**src/rtl/pcm_tsi_pkg.sv**
```systemverilog
package pcm_tsi_pkg;

    localparam int BYTE_W = 8;
    localparam int IDX_W  = 3;

    typedef enum logic {
        FS_ALIGNED = 1'b0,
        FS_DELAYED = 1'b1
    } fs_mode_e;

    // Event produced by a slot timer on a bit-clock rise
    typedef struct packed {
        logic             bit_on;    // a slot bit starts on this rise
        logic [IDX_W-1:0] idx;       // bit number inside the slot
        logic             slot_end;  // rise following the last bit
    } slot_evt_t;

    // MSB-first bit position for slot bit i
    function automatic logic [IDX_W-1:0] msb_first(input logic [IDX_W-1:0] i);
        return IDX_W'(BYTE_W - 1) - i;
    endfunction

endpackage

```
**src/rtl/pcm_slot_timer.sv**
```systemverilog
module pcm_slot_timer
    import pcm_tsi_pkg::*;
#(
    parameter int SLOT_W = 6
) (
    input  logic              clk,
    input  logic              rst,
    input  logic              pdn,
    input  logic              rise,
    input  logic              fs,
    input  fs_mode_e          mode,
    input  logic [SLOT_W-1:0] slot,
    output slot_evt_t         evt
);
    localparam int POS_W = SLOT_W + IDX_W + 1;

    logic             fs_prev;
    logic             armed, running;
    logic [POS_W-1:0] pos;
    logic             nxt_arm, nxt_run;
    logic [POS_W-1:0] nxt_pos;
    logic [SLOT_W-1:0] tgt;
    logic [POS_W-1:0] first_pos, end_pos;
    logic             sync;

    assign sync      = rise & fs & ~fs_prev;
    assign tgt       = (mode == FS_DELAYED) ? slot : '0;
    assign first_pos = POS_W'({tgt, 3'b000});
    assign end_pos   = first_pos + POS_W'(BYTE_W);

    always_comb begin
        nxt_arm = armed;
        nxt_run = running;
        nxt_pos = pos;
        if (pdn) begin
            nxt_arm = 1'b0;
            nxt_run = 1'b0;
            nxt_pos = '0;
        end else if (rise) begin
            if (sync) begin
                if (mode == FS_DELAYED) begin
                    nxt_arm = 1'b1;
                    nxt_run = 1'b0;
                end else begin
                    nxt_arm = 1'b0;
                    nxt_run = 1'b1;
                    nxt_pos = '0;
                end
            end else if (armed) begin
                nxt_arm = 1'b0;
                nxt_run = 1'b1;
                nxt_pos = '0;
            end else if (running) begin
                if (pos >= end_pos) nxt_run = 1'b0;
                else                nxt_pos = pos + 1'b1;
            end
        end
    end

    always_comb begin
        evt.bit_on   = rise & ~pdn & nxt_run & (nxt_pos >= first_pos) & (nxt_pos < end_pos);
        evt.idx      = nxt_pos[IDX_W-1:0];
        evt.slot_end = rise & ~pdn & nxt_run & (nxt_pos == end_pos);
    end

    always_ff @(posedge clk) begin
        if (rst) begin
            fs_prev <= 1'b0;
            armed   <= 1'b0;
            running <= 1'b0;
            pos     <= '0;
        end else begin
            if (rise) fs_prev <= fs;
            armed   <= nxt_arm;
            running <= nxt_run;
            pos     <= nxt_pos;
        end
    end

    a_r3_arm_excl: assert property (@(posedge clk) disable iff (rst)
        !(armed && running));

    a_r11_sync_restarts: assert property (@(posedge clk) disable iff (rst)
        (rise && sync && !pdn && mode == FS_ALIGNED) |=> (running && pos == '0));

endmodule

```
**src/rtl/pcm_tx_shifter.sv**
```systemverilog
module pcm_tx_shifter
    import pcm_tsi_pkg::*;
(
    input  logic              clk,
    input  logic              rst,
    input  logic              pdn,
    input  logic              rise,
    input  logic              fall,
    input  slot_evt_t         evt,
    input  logic [BYTE_W-1:0] tx_byte,
    output logic              drive_on,
    output logic              drive_bit,
    output logic              en_on,
    output logic              load_pulse
);
    logic [BYTE_W-1:0] hold;
    logic [IDX_W-1:0]  idx_q;

    always_ff @(posedge clk) begin
        if (rst) begin
            hold       <= '0;
            idx_q      <= '0;
            drive_on   <= 1'b0;
            drive_bit  <= 1'b0;
            en_on      <= 1'b0;
            load_pulse <= 1'b0;
        end else begin
            load_pulse <= evt.slot_end & ~pdn;
            if (pdn) begin
                drive_on <= 1'b0;
                en_on    <= 1'b0;
            end else if (rise) begin
                if (evt.bit_on) begin
                    drive_on <= 1'b1;
                    en_on    <= 1'b1;
                    idx_q    <= evt.idx;
                    if (evt.idx == '0) begin
                        hold      <= tx_byte;
                        drive_bit <= tx_byte[BYTE_W-1];
                    end else begin
                        drive_bit <= hold[msb_first(evt.idx)];
                    end
                end else begin
                    drive_on <= 1'b0;
                    en_on    <= 1'b0;
                end
            end else if (fall && en_on && idx_q == IDX_W'(BYTE_W - 1)) begin
                en_on <= 1'b0;
            end
        end
    end

    a_r6_en_within_drive: assert property (@(posedge clk) disable iff (rst)
        en_on |-> drive_on);

    a_r5_tx_changes_on_rise: assert property (@(posedge clk) disable iff (rst)
        (drive_bit != $past(drive_bit)) |-> $past(rise));

endmodule

```
**src/rtl/pcm_rx_shifter.sv**
```systemverilog
module pcm_rx_shifter
    import pcm_tsi_pkg::*;
(
    input  logic              clk,
    input  logic              rst,
    input  logic              pdn,
    input  logic              rise,
    input  logic              fall,
    input  slot_evt_t         evt,
    input  logic              din,
    output logic [BYTE_W-1:0] rx_byte,
    output logic              rx_done
);
    logic              act;
    logic [IDX_W-1:0]  idx_q;
    logic [BYTE_W-1:0] sr;

    always_ff @(posedge clk) begin
        if (rst) begin
            act     <= 1'b0;
            idx_q   <= '0;
            sr      <= '0;
            rx_byte <= '0;
            rx_done <= 1'b0;
        end else begin
            rx_done <= 1'b0;
            if (pdn) begin
                act <= 1'b0;
            end else if (rise) begin
                act   <= evt.bit_on;
                idx_q <= evt.idx;
            end else if (fall && act) begin
                sr <= {sr[BYTE_W-2:0], din};
                if (idx_q == IDX_W'(BYTE_W - 1)) begin
                    rx_byte <= {sr[BYTE_W-2:0], din};
                    rx_done <= 1'b1;
                end
            end
        end
    end

    a_r7_rx_update_on_fall: assert property (@(posedge clk) disable iff (rst)
        (rx_byte != $past(rx_byte)) |-> $past(fall));

endmodule

```
**src/rtl/pcm_tsi.sv**
```systemverilog
module pcm_tsi
    import pcm_tsi_pkg::*;
#(
    parameter int SLOT_W = 6
) (
    input  logic              clk,
    input  logic              rst,
    input  logic              bclk,
    input  logic              pdn,
    input  logic              delayed_mode,
    input  logic              port_sel,
    input  logic              tx_fs,
    input  logic              rx_fs,
    input  logic [SLOT_W-1:0] tx_slot,
    input  logic [SLOT_W-1:0] rx_slot,
    input  logic [7:0]        tx_byte,
    output logic              tx_load,
    output logic              dx0,
    output logic              dx0_oe,
    output logic              dx1,
    output logic              dx1_oe,
    output logic              dx_en0_n,
    output logic              dx_en1_n,
    input  logic              dr0,
    input  logic              dr1,
    output logic [7:0]        rx_byte,
    output logic              rx_done
);
    logic      bclk_q;
    logic      rise, fall;
    fs_mode_e  mode;
    slot_evt_t tx_evt, rx_evt;
    logic      drive_on, drive_bit, en_on;
    logic      din;

    always_ff @(posedge clk) begin
        if (rst) bclk_q <= 1'b0;
        else     bclk_q <= bclk;
    end

    assign rise = bclk & ~bclk_q;
    assign fall = ~bclk & bclk_q;
    assign mode = fs_mode_e'(delayed_mode);

    pcm_slot_timer #(.SLOT_W(SLOT_W)) u_tx_timer (
        .clk(clk), .rst(rst), .pdn(pdn), .rise(rise), .fs(tx_fs),
        .mode(mode), .slot(tx_slot), .evt(tx_evt)
    );

    pcm_slot_timer #(.SLOT_W(SLOT_W)) u_rx_timer (
        .clk(clk), .rst(rst), .pdn(pdn), .rise(rise), .fs(rx_fs),
        .mode(mode), .slot(rx_slot), .evt(rx_evt)
    );

    pcm_tx_shifter u_tx (
        .clk(clk), .rst(rst), .pdn(pdn), .rise(rise), .fall(fall),
        .evt(tx_evt), .tx_byte(tx_byte), .drive_on(drive_on),
        .drive_bit(drive_bit), .en_on(en_on), .load_pulse(tx_load)
    );

    assign din = port_sel ? dr1 : dr0;

    pcm_rx_shifter u_rx (
        .clk(clk), .rst(rst), .pdn(pdn), .rise(rise), .fall(fall),
        .evt(rx_evt), .din(din), .rx_byte(rx_byte), .rx_done(rx_done)
    );

    assign dx0_oe   = drive_on & ~pdn & ~port_sel;
    assign dx1_oe   = drive_on & ~pdn &  port_sel;
    assign dx0      = drive_bit & dx0_oe;
    assign dx1      = drive_bit & dx1_oe;
    assign dx_en0_n = ~(en_on & ~pdn & ~port_sel);
    assign dx_en1_n = ~(en_on & ~pdn &  port_sel);

    a_r10_load_single: assert property (@(posedge clk) disable iff (rst)
        tx_load |=> !tx_load);

    a_r10_done_single: assert property (@(posedge clk) disable iff (rst)
        rx_done |=> !rx_done);

    a_r12_pdn_quiet: assert property (@(posedge clk) disable iff (rst)
        (pdn && $past(pdn)) |-> (!tx_load && !rx_done && $stable(rx_byte)));

endmodule

```
**config.mk**
```make
export PLATFORM = sky130hd
export DESIGN_NAME = pcm_tsi
export DESIGN_NICKNAME = d
export VERILOG_FILES = /design/src/rtl/pcm_tsi_pkg.sv /design/src/rtl/pcm_slot_timer.sv /design/src/rtl/pcm_tx_shifter.sv /design/src/rtl/pcm_rx_shifter.sv /design/src/rtl/pcm_tsi.sv
export SDC_FILE = /design/constraint.sdc
export NUM_CORES = 1
export LEC_CHECK = 0
export BUFFER_PORTS_ARGS = -buffer_cell sky130_fd_sc_hd__buf_2
export CAP_MARGIN = 20
export CORE_MARGIN = 2
export CORE_UTILIZATION = 28
export DETAILED_ROUTE_END_ITERATION = 8
export PLACE_DENSITY = 0.54
export SLEW_MARGIN = 5
export SYNTH_ARGS = -nofsm -noshare
export SYNTH_HDL_FRONTEND = slang
export SYNTH_HIERARCHICAL = 1
export SYNTH_SLANG_ARGS = --single-unit
```
**constraint.sdc**
```tcl
create_clock -name clk -period 6.6 [get_ports clk]
set_input_delay 0.66 -clock clk [delete_from_list [all_inputs] [get_ports clk]]
set_output_delay 0.66 -clock clk [all_outputs]
set_load 0.01 [all_outputs]
```
Word-level counts from Yosys, hierarchy flattened
Index checks and enable logic that the tools add are counted.

storage, ports and cells
  memories = 0
  memory bits (read-only) = 0
  latch bits = 0
  register bits after elaboration = 62
  output and inout bits = 16
  logic and storage cells = 120
  bits of input ports = 30
  bits in writable memories = 0

operators by class
  multiplexer cells = 40
  equality and inequality tests = 3
  div/mod/pow operators = 0
  magnitude comparators = 7
  shift-type cells = 0
  $add $sub $neg = 5
  multiply operators = 0
  bitwise logic cells = 33
  reduce and logical (&&, ||, !) cells = 12

operators by type and width
  cell                     number
  $mux W10                 14
  $and A1 B1 Y1            23
  $mux W1                  23
  $add A10 B1 Y10 const B  2
  $add A9 B4 Y10 const B   2
  $ge A10 B10 Y1           2
  $ge A10 B9 Y1            2
  $lt A10 B10 Y1           2
  $mux W6                  2
  $eq A10 B10 Y1           1
  $not A1 Y1               10
  $reduce_and A4 Y1        2
  $eq A3 B3 Y1 const B     2
  $reduce_and A3 Y1        2
  $lt A3 B4 Y1 const B     1
  $reduce_or A4 Y1         1
  $bmux W1 S3              1
  $logic_and A1 B1 Y1      3
  $logic_not A3 Y1         1
  $sub A3 B3 Y3 const A    1
  $reduce_and A2 Y1        1
  $reduce_bool A2 Y1       1
  $reduce_or A2 Y1         1

Logic depth before layout (Yosys ltp)
  depth after elaboration = 14
  gate-level depth with buffers = 29
  gate-level depth less buffers = 27

Modules after synthesis
Netlist, hierarchy kept.

modules (own cells, without submodules)
  module                        seq. area each (um^2)  times used  cells an instance  area an instance (um^2)
  pcm_slot_timer at u_tx_timer  260.2                  1           201                1614.0
  pcm_slot_timer at u_rx_timer  260.2                  1           202                1581.5
  pcm_rx_shifter                400.4                  1           75                 805.8
  pcm_tx_shifter                280.3                  1           58                 603.1
  pcm_tsi                       20.0                   1           11                 106.4

Worst setup path before layout
Ideal clock, no wire load.

  path kind = input -> register
  from = in delayed_mode
  to = reg u_tx.hold[0]
  data arrival time = 5630 ps
  library setup time = 126 ps
  stages = 28
  buffers on the path = 2
  required time = 6474 ps
  setup slack = 844 ps
  cells stage by stage = buf_6 -> nand2_1 -> inv_1 -> ha_1 -> nand3_1 -> or3_1 -> ha_1 -> and4_2 -> o31ai_2 -> a21oi_2 -> nor3_2 -> nand4_1 -> or2_0 -> mux2_2 -> nor2_1 -> ha_1 -> a21oi_1 -> a21oi_1 -> a21o_1 -> a211o_1 -> nor3_4 -> o2111ai_1 -> nand3_1 -> nand3b_4 -> or4_4 -> buf_6 -> mux2i_1 -> nor2_1

RTL lines
  what                  RTL line              source
  from (decl)           pcm_tsi.sv:10         input logic delayed_mode,
  to (signal assigned)  pcm_tx_shifter.sv:38  hold <= tx_byte;
  to (decl)             pcm_tx_shifter.sv:16  logic [BYTE_W-1:0] hold;

==> summary.md <==
| Metric | Value |
|---|---|
| Status | completed |
| Number of max-cap violations | 0 |
| Final WS setup | slightly above 0.5 ns |
| Final cell utilization of the core | 32.4% |
| Nets@finish | 649 |
| Routed WL per cell | 15.1 um |
| Arrival time worst endpoint | 6.27 ns |
| Leakage | 2.10 nW |
| First-pass GRT wire length | 19800 um |
| Cts hold-fix bufs | 0 |
| Max clock buf depth | 2 |
| Gate power share | 12.1% |
| Antenna Violating Nets Remaining | 0 |
| Chip width | around 130 um |
| Hold depth | 2 |
| Cells after synthesis | 542 |
| Post-synthesis cell area | 4670 sq um |
| Post-synthesis area per instance | 8.62 sq um |
| Setup crit start kind | input port |
| Core ar. | 16500 sq um |
| Vias in the first global route | ~4.0k |
| Worst slew pin tran | 1.03 ns |
| Multi-input logic area | 3220 sq um |
| Worst-path fanout max | 12 |
| Kind of critical path | input port to register |
| Clk pwr share | 48.4% |
| Pins Over Slew Limit | 0 |
| Largest net degree at the start of global routing | slightly below 60 |
| Total grt overflow | 0 |
| Root Buffer | clkbuf_16 |
| Cells on worst reg2reg path | 22 |
| Via count | 4099 |
| Crit end category | register |
| P per Cell Area | 177 nW/um^2 |
| Share of power burned in registers | 39.5% |
| RSZ-0062 raised after global routing | no |
| Fillers | 1726 |
| Storage element area | 1220 sq um |
| Post-DP HPWL | roughly 9200 um |
| Yosys warns | 6 |
| Die Height | 133 um |
| Clock-pin slew on the worst setup and hold paths | 0.06 ns |
| DP Worst Slack | roughly 0.10 ns |
| Required @ worst endpoint | approximately 6.8 ns |
| CTS tree | built |
| Initial Util | 28.4% |
| Slew margin rel. | ~31% |
| Total global-route track usage | a little over an eighth |
| Placement Rows | 47 |
| Layout cells sized above 1 | 18.9% |
| Switching Fraction | 28.4% |
| Post-route setup TNS | 0 ns |
| Initial antenna violation count | 1 |
| Final setup vio count | 0 |
| 1st-pass router iterations | 5 |
| Hold Crit Class | register to register |
| Clk_lat worst skew | between 0.3 and 0.4 ns |
| DRC Markers | 0 |
| Worst Skew | 0.00691 ns |
| Area Overhead vs Synth | 14.1% |
| Int Pwr | 0.674 mW |
| Port buffer count | 45 |
| CTS Buf Count | 9 |
| Sink Count | 61 |
| H-tree depth | 3 |
| DIE AREA | 17700 sq um |
| Worst vdd ir | 0.114 mV |
| Syn_nets | between 600 and 700 |
| P_sw | between 0.2 and 0.3 mW |
| Fin. Hold Viols | 0 |
| Fin crit period | 6.09 ns |
| IO Count | 46 |
| Min Hold Slack | 0.471 ns |
| Fin crit share | 92.3% |
| Iter 0 DRT Violations | ~190 |
| Placer Congestion | 0.894 |
| Peak Freq | 0.164 GHz |
| DRT Wirelength | 12100 um |
| Vias per inst | 5.10 |
[critical path, cell delays in order]
cell	delay, ns
buf_2	0.20
nand2_1	0.13
inv_1	0.10
ha_1	0.23
nand3_1	0.09
or3_1	0.35
ha_1	0.34
and4_2	0.26
o31ai_2	0.07
a21oi_2	0.15
nor3_4	0.27
nand4_1	0.18
or2_0	0.25
mux2_2	0.28
nor2_1	0.19
ha_1	0.30
a21oi_1	0.19
a21oi_1	0.09
a21o_1	0.19
a211o_1	0.33
nor3_4	0.20
o2111ai_1	0.16
nand3_2	0.14
nand3b_4	0.13
or4_4	0.53
mux2i_1	0.18
nor2_1	0.05
[routing by layer]
metal	wire, um	GRT usage (%)
met5	0	0
met2	6060	24.1
met4	402	6.03
met3	521	3.31
met1	5140	16.0
[path summary, 6_finish.rpt]
| path | from | endpoint | slack [ns] |
|---|---|---|---|
| setup / recovery | delayed_mode | u_tx/hold[5]$_SDFFE_PP0P_ | 0.51 |
| hold / removal | u_rx/rx_byte[0]$_SDFFE_PP0P_ | u_rx/rx_byte[0]$_SDFFE_PP0P_ | 0.47 |
| setup reg to reg | u_tx_timer/pos[3]$_SDFF_PP0_ | u_tx/hold[5]$_SDFFE_PP0P_ | 1.35 |
| hold reg to reg | u_rx/rx_byte[0]$_SDFFE_PP0P_ | u_rx/rx_byte[0]$_SDFFE_PP0P_ | 0.47 |
[cells in the final DEF (no fill, tap or decap), types with 3 or more instances in the layout]
cell type and instances:
dfxtp_1 61, nor2_1 56, buf_2 45, nand2_1 44
ha_1 42, mux2i_1 38, nand2b_1 25, a21oi_1 24
nand3_1 23, inv_1 20, nor2b_1 15, nor3_1 14
clkbuf_16 9, o21ai_0 8, or3_1 7, nand3b_1 6
and2_1 6, a21o_1 5, nand4_1 5, o21a_1 5
xor2_1 4, a211oi_1 4, nor3b_1 3, mux2_2 3
inv_6 3, buf_4 3, and2b_2 3, o31ai_1 3
xnor2_1 3, a31oi_1 3, nor4_1 3, and3_1 3
nand4b_1 3, o211ai_1 3
[through the flow]
step / total power [mW] / std cells / instance area (sq um)
finish: 0.941 / 803 / 5330
global route: 0.980 / 802 / 5330
CTS: 0.954 / 802 / 5320
detailed placement: 0.493 / 786 / 5030
global placement: 0.492 / 786 / 5030
floorplan: 0.457 / 542 / 4670
[layout make-up]
cell class | instances | area share [%]
inverters | 20 | 1.41
diodes | 1 | 0.0470
repair buffers | 48 | 4.65
well taps | 220 | 5.17
flip-flops and latches | 61 | 22.9
clock inverters | 7 | 1.08
multi-input cells | 437 | 60.5
clock buffers | 9 | 4.23
[registers in the layout, summed over array words and instances (netlist names)]
| signal | count |
|---|---|
| u_tx/en_on | 1 |
| u_rx/sr | 7 |
| u_rx_timer/pos | 10 |
| u_tx_timer/fs_prev | 1 |
| u_rx/rx_done | 1 |
| u_tx/idx_q | 3 |
| u_tx_timer/running | 1 |
| u_tx/drive_on | 1 |
| u_rx/idx_q | 3 |
| bclk_q | 1 |
| u_rx_timer/armed | 1 |
| u_tx/drive_bit | 1 |
| u_tx/load_pulse | 1 |
| u_tx/hold | 7 |
| u_rx/rx_byte | 8 |
| u_rx_timer/fs_prev | 1 |
| u_rx_timer/running | 1 |
| u_tx_timer/armed | 1 |
| u_tx_timer/pos | 10 |
| u_rx/act | 1 |
[timing repair]
item	in CTS	in global routing
resized for setup	0	2
endpoints found under the setup margin	0	7
setup buffers	0	0
[power by group through the flow]
stage	sequential, mW	combinational, mW	clock [mW]
2_1_floorplan	0.379	0.0780	0
3_3_place_gp	0.380	0.112	0
3_5_place_dp	0.380	0.114	0
4_1_cts	0.371	0.114	0.468
5_1_grt	0.371	0.127	0.482
6_report	0.371	0.114	0.456
(Power assumes the default switching activity.)
